==> config.mk <==
export PLATFORM = sky130hd
export DESIGN_NAME = rtd_autocal_pipe
export DESIGN_NICKNAME = d
export VERILOG_FILES = /design/src/rtl/rtd_pkg.sv /design/src/rtl/rtd_rst_sync.sv /design/src/rtl/rtd_delay_chain.sv /design/src/rtl/rtd_tap_ctrl.sv /design/src/rtl/rtd_autocal_pipe.sv
export SDC_FILE = /design/constraint.sdc
export NUM_CORES = 1
export LEC_CHECK = 0
export BUFFER_PORTS_ARGS = -buffer_cell sky130_fd_sc_hd__buf_4
export CAP_MARGIN = 20
export CORE_ASPECT_RATIO = 0.5
export CORE_UTILIZATION = 55
export CTS_BUF_LIST = sky130_fd_sc_hd__clkbuf_16
export CTS_CLUSTER_SIZE = 10
export DETAILED_ROUTE_END_ITERATION = 7
export GPL_ROUTABILITY_DRIVEN = 0
export PLACE_DENSITY_LB_ADDON = 0.08
export REMOVE_ABC_BUFFERS = 1
export SLEW_MARGIN = 20
export SYNTH_ARGS = -nofsm -noshare
export SYNTH_HDL_FRONTEND = slang
export SYNTH_SLANG_ARGS = --single-unit
export TNS_END_PERCENT = 1
==> constraint.sdc <==
create_clock -name clk_i -period 3.9 [get_ports clk_i]
set_input_delay 0.39 -clock clk_i [delete_from_list [all_inputs] [get_ports clk_i]]
set_output_delay 0.39 -clock clk_i [all_outputs]
set_load 0.01 [all_outputs]
==> src/rtl/rtd_pkg.sv <==
package rtd_pkg;

  // Calibration status codes seen on cal_st_o
  typedef enum logic [1:0] {
    CAL_WAIT   = 2'b00,  // reset, new target, or tap just moved
    CAL_FLOOR  = 2'b01,  // delay too long, tap already at shortest stage
    CAL_CEIL   = 2'b10,  // delay too short, tap already at longest stage
    CAL_LOCKED = 2'b11   // measured delay equals target
  } cal_st_e;

  // Direction the loop wants to move the tap
  typedef enum logic [1:0] {
    DIR_HOLD  = 2'b00,
    DIR_DOWN  = 2'b01,
    DIR_UP    = 2'b10
  } tap_dir_e;

endpackage

==> src/rtl/rtd_rst_sync.sv <==
module rtd_rst_sync #(
  parameter int SYNC_STAGES = 2
) (
  input  logic clk_i,
  input  logic rst_ani,
  output logic rst_sno
);

  logic [SYNC_STAGES-1:0] sync_q;
  logic [SYNC_STAGES-1:0] sync_d;

  always_comb begin
    sync_d = {sync_q[SYNC_STAGES-2:0], 1'b1};
  end

  always_ff @(posedge clk_i or negedge rst_ani) begin
    if (!rst_ani) begin
      sync_q <= '0;
    end else begin
      sync_q <= sync_d;
    end
  end

  assign rst_sno = sync_q[SYNC_STAGES-1];

endmodule

==> src/rtl/rtd_delay_chain.sv <==
module rtd_delay_chain #(
  parameter int DATA_W = 16,
  parameter int STAGES = 5,
  parameter int TAP_W  = 3
) (
  input  logic              clk_i,
  input  logic              rst_ni,
  input  logic [DATA_W-1:0] din_i,
  input  logic [TAP_W-1:0]  tap_i,
  output logic [DATA_W-1:0] dout_o
);

  // stage k (0-based) holds the word sampled k+1 edges ago
  logic [DATA_W-1:0] stg_q [STAGES];
  logic [DATA_W-1:0] stg_d [STAGES];

  always_comb begin
    stg_d[0] = din_i;
    for (int i = 1; i < STAGES; i++) begin
      stg_d[i] = stg_q[i-1];
    end
  end

  for (genvar g = 0; g < STAGES; g++) begin : g_stage
    always_ff @(posedge clk_i or negedge rst_ni) begin
      if (!rst_ni) begin
        stg_q[g] <= '0;
      end else begin
        stg_q[g] <= stg_d[g];
      end
    end
  end

  // Tap mux: tap value n selects the word delayed by n cycles
  always_comb begin
    dout_o = '0;
    for (int i = 0; i < STAGES; i++) begin
      if (tap_i == TAP_W'(i + 1)) begin
        dout_o = stg_q[i];
      end
    end
  end


  tap_range_chk: assert property (@(posedge clk_i) disable iff (!rst_ni)
    (tap_i >= TAP_W'(1)) && (tap_i <= TAP_W'(STAGES)));

endmodule

==> src/rtl/rtd_tap_ctrl.sv <==
module rtd_tap_ctrl
  import rtd_pkg::*;
#(
  parameter int STAGES  = 5,
  parameter int TAP_W   = 3,
  parameter int DELAY_W = 16
) (
  input  logic               clk_i,
  input  logic               rst_ni,
  input  logic [DELAY_W-1:0] tgt_val_i,
  input  logic               tgt_wr_i,
  input  logic [DELAY_W-1:0] meas_val_i,
  input  logic               meas_vld_i,
  output logic [TAP_W-1:0]   tap_o,
  output cal_st_e            cal_st_o
);

  localparam logic [TAP_W-1:0] TAP_MIN  = TAP_W'(1);
  localparam logic [TAP_W-1:0] TAP_MAX  = TAP_W'(STAGES);
  localparam logic [TAP_W-1:0] TAP_INIT = TAP_W'((STAGES + 1) / 2);

  logic [DELAY_W-1:0] tgt_q,  tgt_d;
  logic [TAP_W-1:0]   tap_q,  tap_d;
  cal_st_e            st_q,   st_d;
  tap_dir_e           want_dir;
  logic               at_floor, at_ceil;
  logic               upd_en;
  logic               cmp_en;

  // Compare stage: only a measurement not shadowed by a target write counts
  assign cmp_en   = meas_vld_i & ~tgt_wr_i;
  assign at_floor = (tap_q == TAP_MIN);
  assign at_ceil  = (tap_q == TAP_MAX);

  always_comb begin
    if (meas_val_i > tgt_q) begin
      want_dir = DIR_DOWN;
    end else if (meas_val_i < tgt_q) begin
      want_dir = DIR_UP;
    end else begin
      want_dir = DIR_HOLD;
    end
  end

  // Next-state logic
  always_comb begin
    tgt_d = tgt_q;
    tap_d = tap_q;
    st_d  = st_q;
    if (tgt_wr_i) begin
      tgt_d = tgt_val_i;
      st_d  = CAL_WAIT;
    end else if (cmp_en) begin
      unique case (want_dir)
        DIR_DOWN: begin
          if (at_floor) begin
            st_d = CAL_FLOOR;
          end else begin
            tap_d = tap_q - TAP_W'(1);
            st_d  = CAL_WAIT;
          end
        end
        DIR_UP: begin
          if (at_ceil) begin
            st_d = CAL_CEIL;
          end else begin
            tap_d = tap_q + TAP_W'(1);
            st_d  = CAL_WAIT;
          end
        end
        default: begin
          st_d = CAL_LOCKED;
        end
      endcase
    end
  end

  assign upd_en = tgt_wr_i | meas_vld_i;

  // State registers with explicit clock enable
  always_ff @(posedge clk_i or negedge rst_ni) begin
    if (!rst_ni) begin
      tgt_q <= '0;
      tap_q <= TAP_INIT;
      st_q  <= CAL_WAIT;
    end else if (upd_en) begin
      tgt_q <= tgt_d;
      tap_q <= tap_d;
      st_q  <= st_d;
    end
  end

  assign tap_o    = tap_q;
  assign cal_st_o = st_q;


  tap_step_chk: assert property (@(posedge clk_i) disable iff (!rst_ni)
    !$stable(tap_q) |-> ((tap_q == $past(tap_q) + TAP_W'(1)) ||
                          (tap_q == $past(tap_q) - TAP_W'(1))));


  tap_idle_chk: assert property (@(posedge clk_i) disable iff (!rst_ni)
    (!meas_vld_i || tgt_wr_i) |=> $stable(tap_q));


  wr_clear_chk: assert property (@(posedge clk_i) disable iff (!rst_ni)
    tgt_wr_i |=> (cal_st_o == CAL_WAIT));


  floor_pin_chk: assert property (@(posedge clk_i) disable iff (!rst_ni)
    (cal_st_o == CAL_FLOOR) |-> (tap_o == TAP_MIN));


  ceil_pin_chk: assert property (@(posedge clk_i) disable iff (!rst_ni)
    (cal_st_o == CAL_CEIL) |-> (tap_o == TAP_MAX));


  move_wait_chk: assert property (@(posedge clk_i) disable iff (!rst_ni)
    !$stable(tap_q) |-> (cal_st_o == CAL_WAIT));

endmodule

==> src/rtl/rtd_autocal_pipe.sv <==
module rtd_autocal_pipe #(
  parameter int DATA_W  = 16,
  parameter int STAGES  = 5,
  parameter int DELAY_W = 16,
  parameter int TAP_W   = $clog2(STAGES + 1)
) (
  input  logic               clk_i,
  input  logic               rst_ni,
  input  logic [DATA_W-1:0]  din_i,
  output logic [DATA_W-1:0]  dout_o,
  input  logic [DELAY_W-1:0] tgt_val_i,
  input  logic               tgt_wr_i,
  input  logic [DELAY_W-1:0] meas_val_i,
  input  logic               meas_vld_i,
  output logic [TAP_W-1:0]   tap_o,
  output logic [1:0]         cal_st_o
);

  import rtd_pkg::*;

  logic             rst_sync_n;
  logic [TAP_W-1:0] tap_w;
  cal_st_e          st_w;

  rtd_rst_sync #(
    .SYNC_STAGES (2)
  ) u_rst_sync (
    .clk_i   (clk_i),
    .rst_ani (rst_ni),
    .rst_sno (rst_sync_n)
  );

  rtd_tap_ctrl #(
    .STAGES  (STAGES),
    .TAP_W   (TAP_W),
    .DELAY_W (DELAY_W)
  ) u_tap_ctrl (
    .clk_i      (clk_i),
    .rst_ni     (rst_sync_n),
    .tgt_val_i  (tgt_val_i),
    .tgt_wr_i   (tgt_wr_i),
    .meas_val_i (meas_val_i),
    .meas_vld_i (meas_vld_i),
    .tap_o      (tap_w),
    .cal_st_o   (st_w)
  );

  rtd_delay_chain #(
    .DATA_W (DATA_W),
    .STAGES (STAGES),
    .TAP_W  (TAP_W)
  ) u_chain (
    .clk_i  (clk_i),
    .rst_ni (rst_sync_n),
    .din_i  (din_i),
    .tap_i  (tap_w),
    .dout_o (dout_o)
  );

  assign tap_o    = tap_w;
  assign cal_st_o = st_w;

endmodule

Yosys cells after proc, flatten, opt, wreduce, memory -nomap -nowiden

Cells that the tools add are included.

Add/subtract/negate cells: 2
$lt $le $gt $ge: 2
Equal/unequal tests: 9
Multiplexer cells: 15
Bitwise logic cells: 3
Reduce and logical (&&, ||, !) cells: 5

Operators by type and width:

| kind                                                 | number |
|---|---|
| 2-to-1 mux 16 bit                                    | 5 |
| > comparator 16 bit                                  | 1 |
| < comparator 16 bit                                  | 1 |
| 2-to-1 mux 2 bit                                     | 5 |
| equality test 3 x 2 -> 1 bit (second input constant) | 2 |
| equality test 3 bit (second input constant)          | 2 |
| 2-to-1 mux 3 bit                                     | 2 |
| one-hot mux 3 bit (2 select lines)                   | 1 |
| AND reduction 6 bit                                  | 1 |
| inequality test 2 bit (second input constant)        | 2 |
| one-hot mux 2 bit (2 select lines)                   | 1 |
| AND reduction 2 bit                                  | 2 |
| nonzero test 2 bit                                   | 2 |
| adder 3 x 1 -> 3 bit (second input constant)         | 1 |
| equality test 3 x 1 -> 1 bit (second input constant) | 1 |
| subtractor 3 x 1 -> 3 bit (second input constant)    | 1 |
| equality test 2 x 1 -> 1 bit (second input constant) | 1 |
| equality test 2 bit (second input constant)          | 1 |
| AND 1 bit                                            | 1 |
| 2-to-1 mux 1 bit                                     | 1 |
| inverter 1 bit                                       | 1 |
| OR 1 bit                                             | 1 |

Flip-flop bits (word level): 103
Bits of input ports: 52
Output and inout bits: 21

Logic depth before layout (Yosys ltp)

Gate-level depths: netlist (run 1).

Depth after elaboration: 7
Mapped depth: 9
Depth with buffers taken out: 8

Hierarchy

A second synthesis (run 1) with hierarchy kept.

Cell total of the unflattened synthesis: 318
Area, all modules: 4113.9 um^2

Modules (own cells, without submodules):

| module          | times used | cells an instance | area each (um^2) | sequential area each (um^2) |
|---|---|---|---|---|
| rtd_delay_chain | 1          | 175               | 2731.4           | 2001.9 |
| rtd_tap_ctrl    | 1          | 140               | 1328.8           | 528.0 |
| rtd_rst_sync    | 1          | 3                 | 53.8             | 50.0 |

Worst setup path before layout (run 1)

Ideal clock, no wire load.

Kind: register -> output
Start point: register u_tap_ctrl.tap_q[0], in the netlist u_tap_ctrl.tap_o[0]
End point: output port dout_o[10]
Arrival time: 2.085 ns
Data required time: 3.510 ns
Setup slack: 1.425 ns
Stages on the path, launching flop included: 9
Path buffers: 1
Path through: dfstp_2 -> inv_1 -> ha_1 -> nor3b_2 -> clkbuf_1 -> a22oi_1 -> o21ai_0 -> mux2i_1 -> a21oi_1

Cells in the longest elaborated chain, start to end: 6
Elaborated cells on any way between the ends: 10
Classes of those cells: eq/ne: 5; mux: 5

RTL lines:

| element                         | line                   | RTL |
|---|---|---|
| from (decl)                     | rtd_tap_ctrl.sv:23     | `logic [TAP_W-1:0] tap_q, tap_d;` |
| from (signal assigned)          | rtd_tap_ctrl.sv:88     | `tap_q <= tap_d;` |
| equality test 3 x 1 -> 1 bit    | rtd_delay_chain.sv:38  | `if (tap_i == TAP_W'(i + 1)) begin` |
| 2-to-1 mux 16 bit (4 in series) | rtd_delay_chain.sv:38  |  |
| 2-to-1 mux 16 bit (*)           | rtd_delay_chain.sv:38  |  |
| to (decl)                       | rtd_autocal_pipe.sv:10 | `output logic [DATA_W-1:0] dout_o,` |

Mark *: on every way between the ends. The rest lies on a longest branch, timed or not.

Worst setup path after layout (run 1)

Start point: register u_tap_ctrl.tap_q[0], in the netlist u_tap_ctrl.tap_o[0]
End point: output port dout_o[1]

The elaborated chain is that of the path after synthesis.

==> results of run 1 <==
## per-layer routing
metal / routed length [um] / part of all wire
met5: 0 / 0
met2: 3800 / 0.47
met3: 460 / 0.056
met4: 73 / 0.0090
met1: 3810 / 0.47
## synth_stat cells, drive strengths merged, types with 3 or more instances
cell    count  area, um^2
clkbuf     15        56.3
a21oi      23         119
inv        21        78.8
ha         22         275
a22oi      16         120
o21ai      32         160
dfrtp     101        2530
nand2      38         145
nor4        3        33.8
mux2i      17         170
nand2b      3        18.8
nand4       4        25.0
a31oi       3        18.8
nor2       23        86.3
## placed cells by master, fill, tap and decap left out, types with 2 or more instances in the layout
cell type,count
buf_4,75
nand2_2,2
nand4_1,4
a31oi_1,3
o21ai_1,2
dfstp_2,2
a21oi_1,22
nor2b_1,2
o21ai_0,30
mux2i_1,17
a211o_1,2
nor4_1,2
nor3_1,2
dfrtp_1,100
bufinv_16,2
nand2b_1,3
ha_1,22
inv_8,2
clkbuf_16,9
a22oi_1,16
nand2_1,36
nor2_1,23
inv_1,21
## through the flow
stage / std cells / hold slack (ps)
after CTS: 515 / 142
final: 515 / 150
after floorplan: 331 / 94.4
after detailed placement: 498 / 176
after global placement: 498 / 172
after global routing: 515 / 136
## final timing paths
| check | from | end | slack, ps | cells past startpoint |
|---|---|---|---|---|
| worst max-delay path | u_tap_ctrl.tap_o[0] | dout_o[1] | 750 | 6 |
| worst min-delay path | din_i[5] | u_chain.stg_d[53] | 150 | 1 |
| worst max register to register | u_tap_ctrl.tgt_q[13] | u_tap_ctrl.tap_o[0] | 1600 | 8 |
| worst min register to register | u_rst_sync.sync_q[0] | u_rst_sync.sync_q[1] | 360 | 0 |
| max in group asynchronous | u_rst_sync.sync_q[1] | u_chain.stg_d[9] | 2490 | 1 |
| min in group asynchronous | rst_ni | u_rst_sync.sync_q[1] | 370 | 2 |
## final cells by class
type,instances,share of cell area
Clock inverter,7,0.0206
Clock buffer,9,0.0447
Timing Repair Buffer,76,0.114
Inverter,21,0.0156
Multi-Input combinational cell,207,0.270
Sequential cell,103,0.513
Tap cell,92,0.0228
## sequential cells by signal, summed over array words and instances, names as in the netlist
name,count
u_chain.stg_q,16
u_tap_ctrl.cal_st_o,2
u_rst_sync.sync_q,2
u_tap_ctrl.tgt_q,16
u_tap_ctrl.tap_o,3
u_chain.stg_d,64
## where the power goes
| part | leakage, nW | switching [mW] | total (mW) | internal, mW |
|---|---|---|---|---|
| logic | 1.08 | 0.535 | 1.02 | 0.484 |
| clock network | 0.160 | 0.401 | 0.973 | 0.572 |
| registers | 1.21 | 0.0710 | 1.22 | 1.15 |
## kinds of logic (layout without fill, tap and decap cells)
family	count (synthesis)	in the layout	share of synthesized area
flip-flops	103	103	0.633
AO/OA/AOI/OAI	86	86	0.129
AND/OR/NAND/NOR	80	80	0.0909
buffers and inverters	37	113	0.0341
adder cells (fa/ha/maj)	22	22	0.0675
multiplexers	18	18	0.0445
other	1	1	0.000920
## critical path, delay by kind of cell (launching register included)
kind / cells / cell delay, ps
adders and majority gates: 2 / 1000
DFF: 1 / 610
AOI/OAI and AO/OA: 2 / 400
muxes: 1 / 230
buffers and inverters: 1 / 170
==> flow_summary.yaml, run 1 <==
floorplan:
  die_h_um: 62.9
  fp.dieW_um: 124
  start_util: 0.590
  pin_count: 73
  rows: 21
  coreArea_um2: 6910
  die_area_um2: 7780
grt:
  gr-usage-met2: 0.380
  grt_pass1_wl_mm: 13.7
  use_met1: 0.313
  gr-usage-met3: 0.0675
  grt_usage: 0.238
  antenna_found_initial: 0
  grt_max_degree: 71
  overflow: 0
  grt_pass1_vias: 2842
  busiest_layer: "met2"
placed_design:
  io_buffers: 72
  dpl_cell_area_um2: 4700
  post-dp-hpwl_mm: 5.24
  place_ws_ps: 1140
clock_network:
  htreeDepth: 3
  tritoncts: "built"
  post_cts.repair.setup_buffers: 0
  clock_sinks: 103
  numCtsBuffers: 9
  root_buffer: "clkbuf_16"
  clock_latency_ps: 340
  clk_pin_slew_worst_paths_ps: 70
  cts_resized: 0
  hold_buffers: 1
  cts.path.max_buffers: 2
critical_path:
  endpoint_kind: "output pin"
  cp_common_cell: "ha_1"
  crit_required_ps: 3510
  cp.arrival_ps: 2760
  crit_fanout: 32
  slowest_stage: "ha_1"
  cpPeakStageDelay_ps: 830
  cp-start-kind: "register"
  path_cells: "ha_1 > ha_1 > o21ai_0 > mux2i_1 > a21oi_1 > buf_4"
  critPathKind: "register to output pin"
logic_synthesis:
  synthCells: 347
  synth_cell_types: 40
  synth_area_um2: 4080
  synth-main-ff-cell: "dfrtp_1"
  avgSynthCellArea_um2: 11.7
  synth.yosys.seq_area_share: 0.633
  ys_seq_elements: 103
  synth_edf_count: 0
  ys_async_sr_fraction: 1.00
  ys_warn_count: 0
sta:
  rsz0062_at_grt: "false"
  skew_ps: 7.29
  maxSlewHeadroom: 0.318
  hold_violations: 0
  min_period_ps: 3150
  fmax_mhz: 318
  fin_tns_setup_ps: 0
  period_share: 0.807
  worstMarginPinSlew_ps: 1020
  setup_violations: 0
  slew_violations: 0
  setup_ws_ps: 754
finish:
  insertedDiodeCount: 0
  drive_gt1_frac: 0.239
  fin_area_um2: 5040
  multi_input_area_um2: 1360
  regArea_um2: 2580
  fin_util: 0.729
  area_growth_pct: 23.6
  fillers: 505
  nets: 492
job:
  cap_violations: 0
drt:
  drt-wirelength-per-cell_um: 15.8
  drc_errors: 0
  wirelength_mm: 8.14
  drtIter0Drc: 194
  firstDrtPassIters: 4
  drt.antenna.violating_nets: 0
  dr_total_vias: 2747
  avgViaCountPerCell: 5.33
run_status:
  status: "complete, no violations"
power_and_ir_drop:
  power.density_nw_per_um2: 637
  vdd.ir_drop.worst_uv: 320
  total_power_mw: 3.21
  p_leak_nw: 2.45
worst_hold_path:
  hp-class: "primary input to register"
Note: power is estimated with default switching activity, not from simulation.
==> inputs of run 2 (changes only) <==
==> constraint.sdc (replaced) <==
create_clock -name clk_i -period 2.9 [get_ports clk_i]
set_input_delay 0.29 -clock clk_i [delete_from_list [all_inputs] [get_ports clk_i]]
set_output_delay 0.29 -clock clk_i [all_outputs]
set_load 0.01 [all_outputs]
==> run 2 against run 1 <==
  * Via count grew 0.98%
  * Die area stayed put
  * Utilization is 0.11 points higher
  * Critical path type unchanged
  * Critical endpoint is now dout_o[10]
  * Largest power group unchanged
==> flow_summary.yaml, run 2 (synthesis results as in run 1) <==
critical_path:
  startpoint: "u_tap_ctrl.tap_o[0]"
  path_buf_inv: 3
  crit_fanout: 16
  r2r-start: "u_tap_ctrl.tgt_q[13]"
  cpLargestDelayFamily: "flip-flops"
  cp.arrival_ps: 2450
  endpoint_kind: "output pin"
  critPathKind: "register to output pin"
  crit_required_ps: 2610
  path_cells: "inv_1 > ha_1 > nor3b_2 > buf_6 > a22oi_1 > o21ai_0 > mux2i_1 > a21oi_1 > buf_4"
  cpPeakStageDelay_ps: 590
  cp-start-kind: "register"
  slowest_stage: "dfstp_2"
drt:
  drtIter0Drc: 160
  wl_met1_mm: 3.74
  routed.top_layer: "met4"
  drc_errors: 0
  met2WireLength_mm: 3.74
  dr_total_vias: 2774
  wl_met3_um: 462
  wirelength_mm: 8.06
  firstDrtPassIters: 6
  drt-wirelength-per-cell_um: 15.6
  drt.antenna.violating_nets: 0
  avgViaCountPerCell: 5.36
clock_network:
  cts.path.max_buffers: 2
  htreeDepth: 3
  post_cts.repair.setup_buffers: 0
  clock_latency_ps: 340
  numCtsBuffers: 9
  root_buffer: "clkbuf_16"
  tritoncts: "built"
  clk_pin_slew_worst_paths_ps: 70
  clock_sinks: 103
sta:
  skew_ps: 7.12
  hold_violations: 0
  period_share: 0.943
  maxSlewHeadroom: 0.463
  fmax_mhz: 366
  worstMarginPinSlew_ps: 798
  min_period_ps: 2740
  slew_violations: 0
  setup_violations: 0
  rsz0062_at_grt: "false"
placed_design:
  io_buffers: 72
  post-dp-hpwl_mm: 5.21
  dp.cells: 501
  dpl_cell_area_um2: 4730
worst_hold_path:
  worstHoldStart: "din_i[3]"
  hp-class: "primary input to register"
grt:
  grt_usage: 0.237
  antenna_found_initial: 0
  grt_max_degree: 102
  grt_pass1_wl_mm: 13.7
  overflow: 0
  grt_pass1_vias: 2902
floorplan:
  coreArea_um2: 6910
  start_util: 0.590
  pin_count: 73
  die_h_um: 62.9
  die_area_um2: 7780
  fp.dieW_um: 124
  rows: 21
job:
  cap_violations: 0
power_and_ir_drop:
  total_power_mw: 4.23
  p_leak_nw: 2.46
  power.density_nw_per_um2: 837
  vdd.ir_drop.worst_uv: 407
finish:
  fin_util: 0.730
  nets: 495
  largest_register_ffs: 64
  final_common_cell: "dfrtp_1"
  final_cells: 518
  area_growth_pct: 23.8
  drive_gt1_frac: 0.242
  insertedDiodeCount: 0
  fin_area_um2: 5050
  final_cell_mix: "dfrtp_1, buf_4, nand2_1, o21ai_0, nor2_1"
  multi_input_area_um2: 1360
  regArea_um2: 2580
  fillers: 478
run_status:
  status: "complete, no violations"
==> run 2: cell count changes in the layout (fill, tap and decap cells not counted) <==
cell,previous run,this run
buf_12,0,1
buf_4,75,76
buf_6,0,1
bufinv_16,2,1
clkinv_2,1,2
clkinv_4,0,1
clkinvlp_4,1,0
ha_1,22,21
ha_2,0,1
inv_1,21,22
inv_8,2,1
nand2_1,36,37
nand2_2,2,1
==> run 2: final cells by class <==
cell class | instances | area share
tap | 92 | 0.0228
clock buffer | 9 | 0.0446
clock inverter | 7 | 0.0144
sequential | 103 | 0.512
timing repair buffer | 79 | 0.121
inverter | 21 | 0.0156
multi-input combinational | 207 | 0.269
==> run 2: repair_timing <==
action | in CTS | in global routing
hold buffers | 1 | 0
endpoints found under the setup margin | 0 | 4
endpoints found under the hold margin | 2 | 0
resized for setup | 0 | 2
==> run 2: path summary, 6_finish.rpt <==
kind                                         to  slack, ps  cells after the start
setup reg to reg            u_tap_ctrl.tap_o[1]        540                      8
hold / removal                u_chain.stg_d[51]         50                      1
hold reg to reg            u_rst_sync.sync_q[1]        370                      0
min in group asynchronous  u_rst_sync.sync_q[0]        280                      2
max in group asynchronous      u_chain.stg_d[6]       2150                      1
setup / recovery                     dout_o[10]        160                      9
==> run 2: metal layers <==
layer / track usage / vias to the layer above
met5: 0 / -
li1: - / 1340
met1: 0.314 / 1335
met2: 0.371 / 88
met4: 0.0798 / 0
met3: 0.0739 / 11
==> run 2: through the flow <==
step,TNS [ps],setup slack (ps),hold WS [ps]
final,0,165,46.9
after global routing,0,10.9,31.0
after CTS,0,110,34.3
after detailed placement,0,524,75.0
after global placement,0,644,72.3
after floorplan,-17640,-178,-5.59
==> run 2: where the power goes <==
part | total, mW | switching (mW) | internal, mW
Clock | 1.20 | 0.524 | 0.673
Sequential | 1.62 | 0.0758 | 1.55
Combinational | 1.41 | 0.741 | 0.664
Total | 4.23 | 1.34 | 2.88
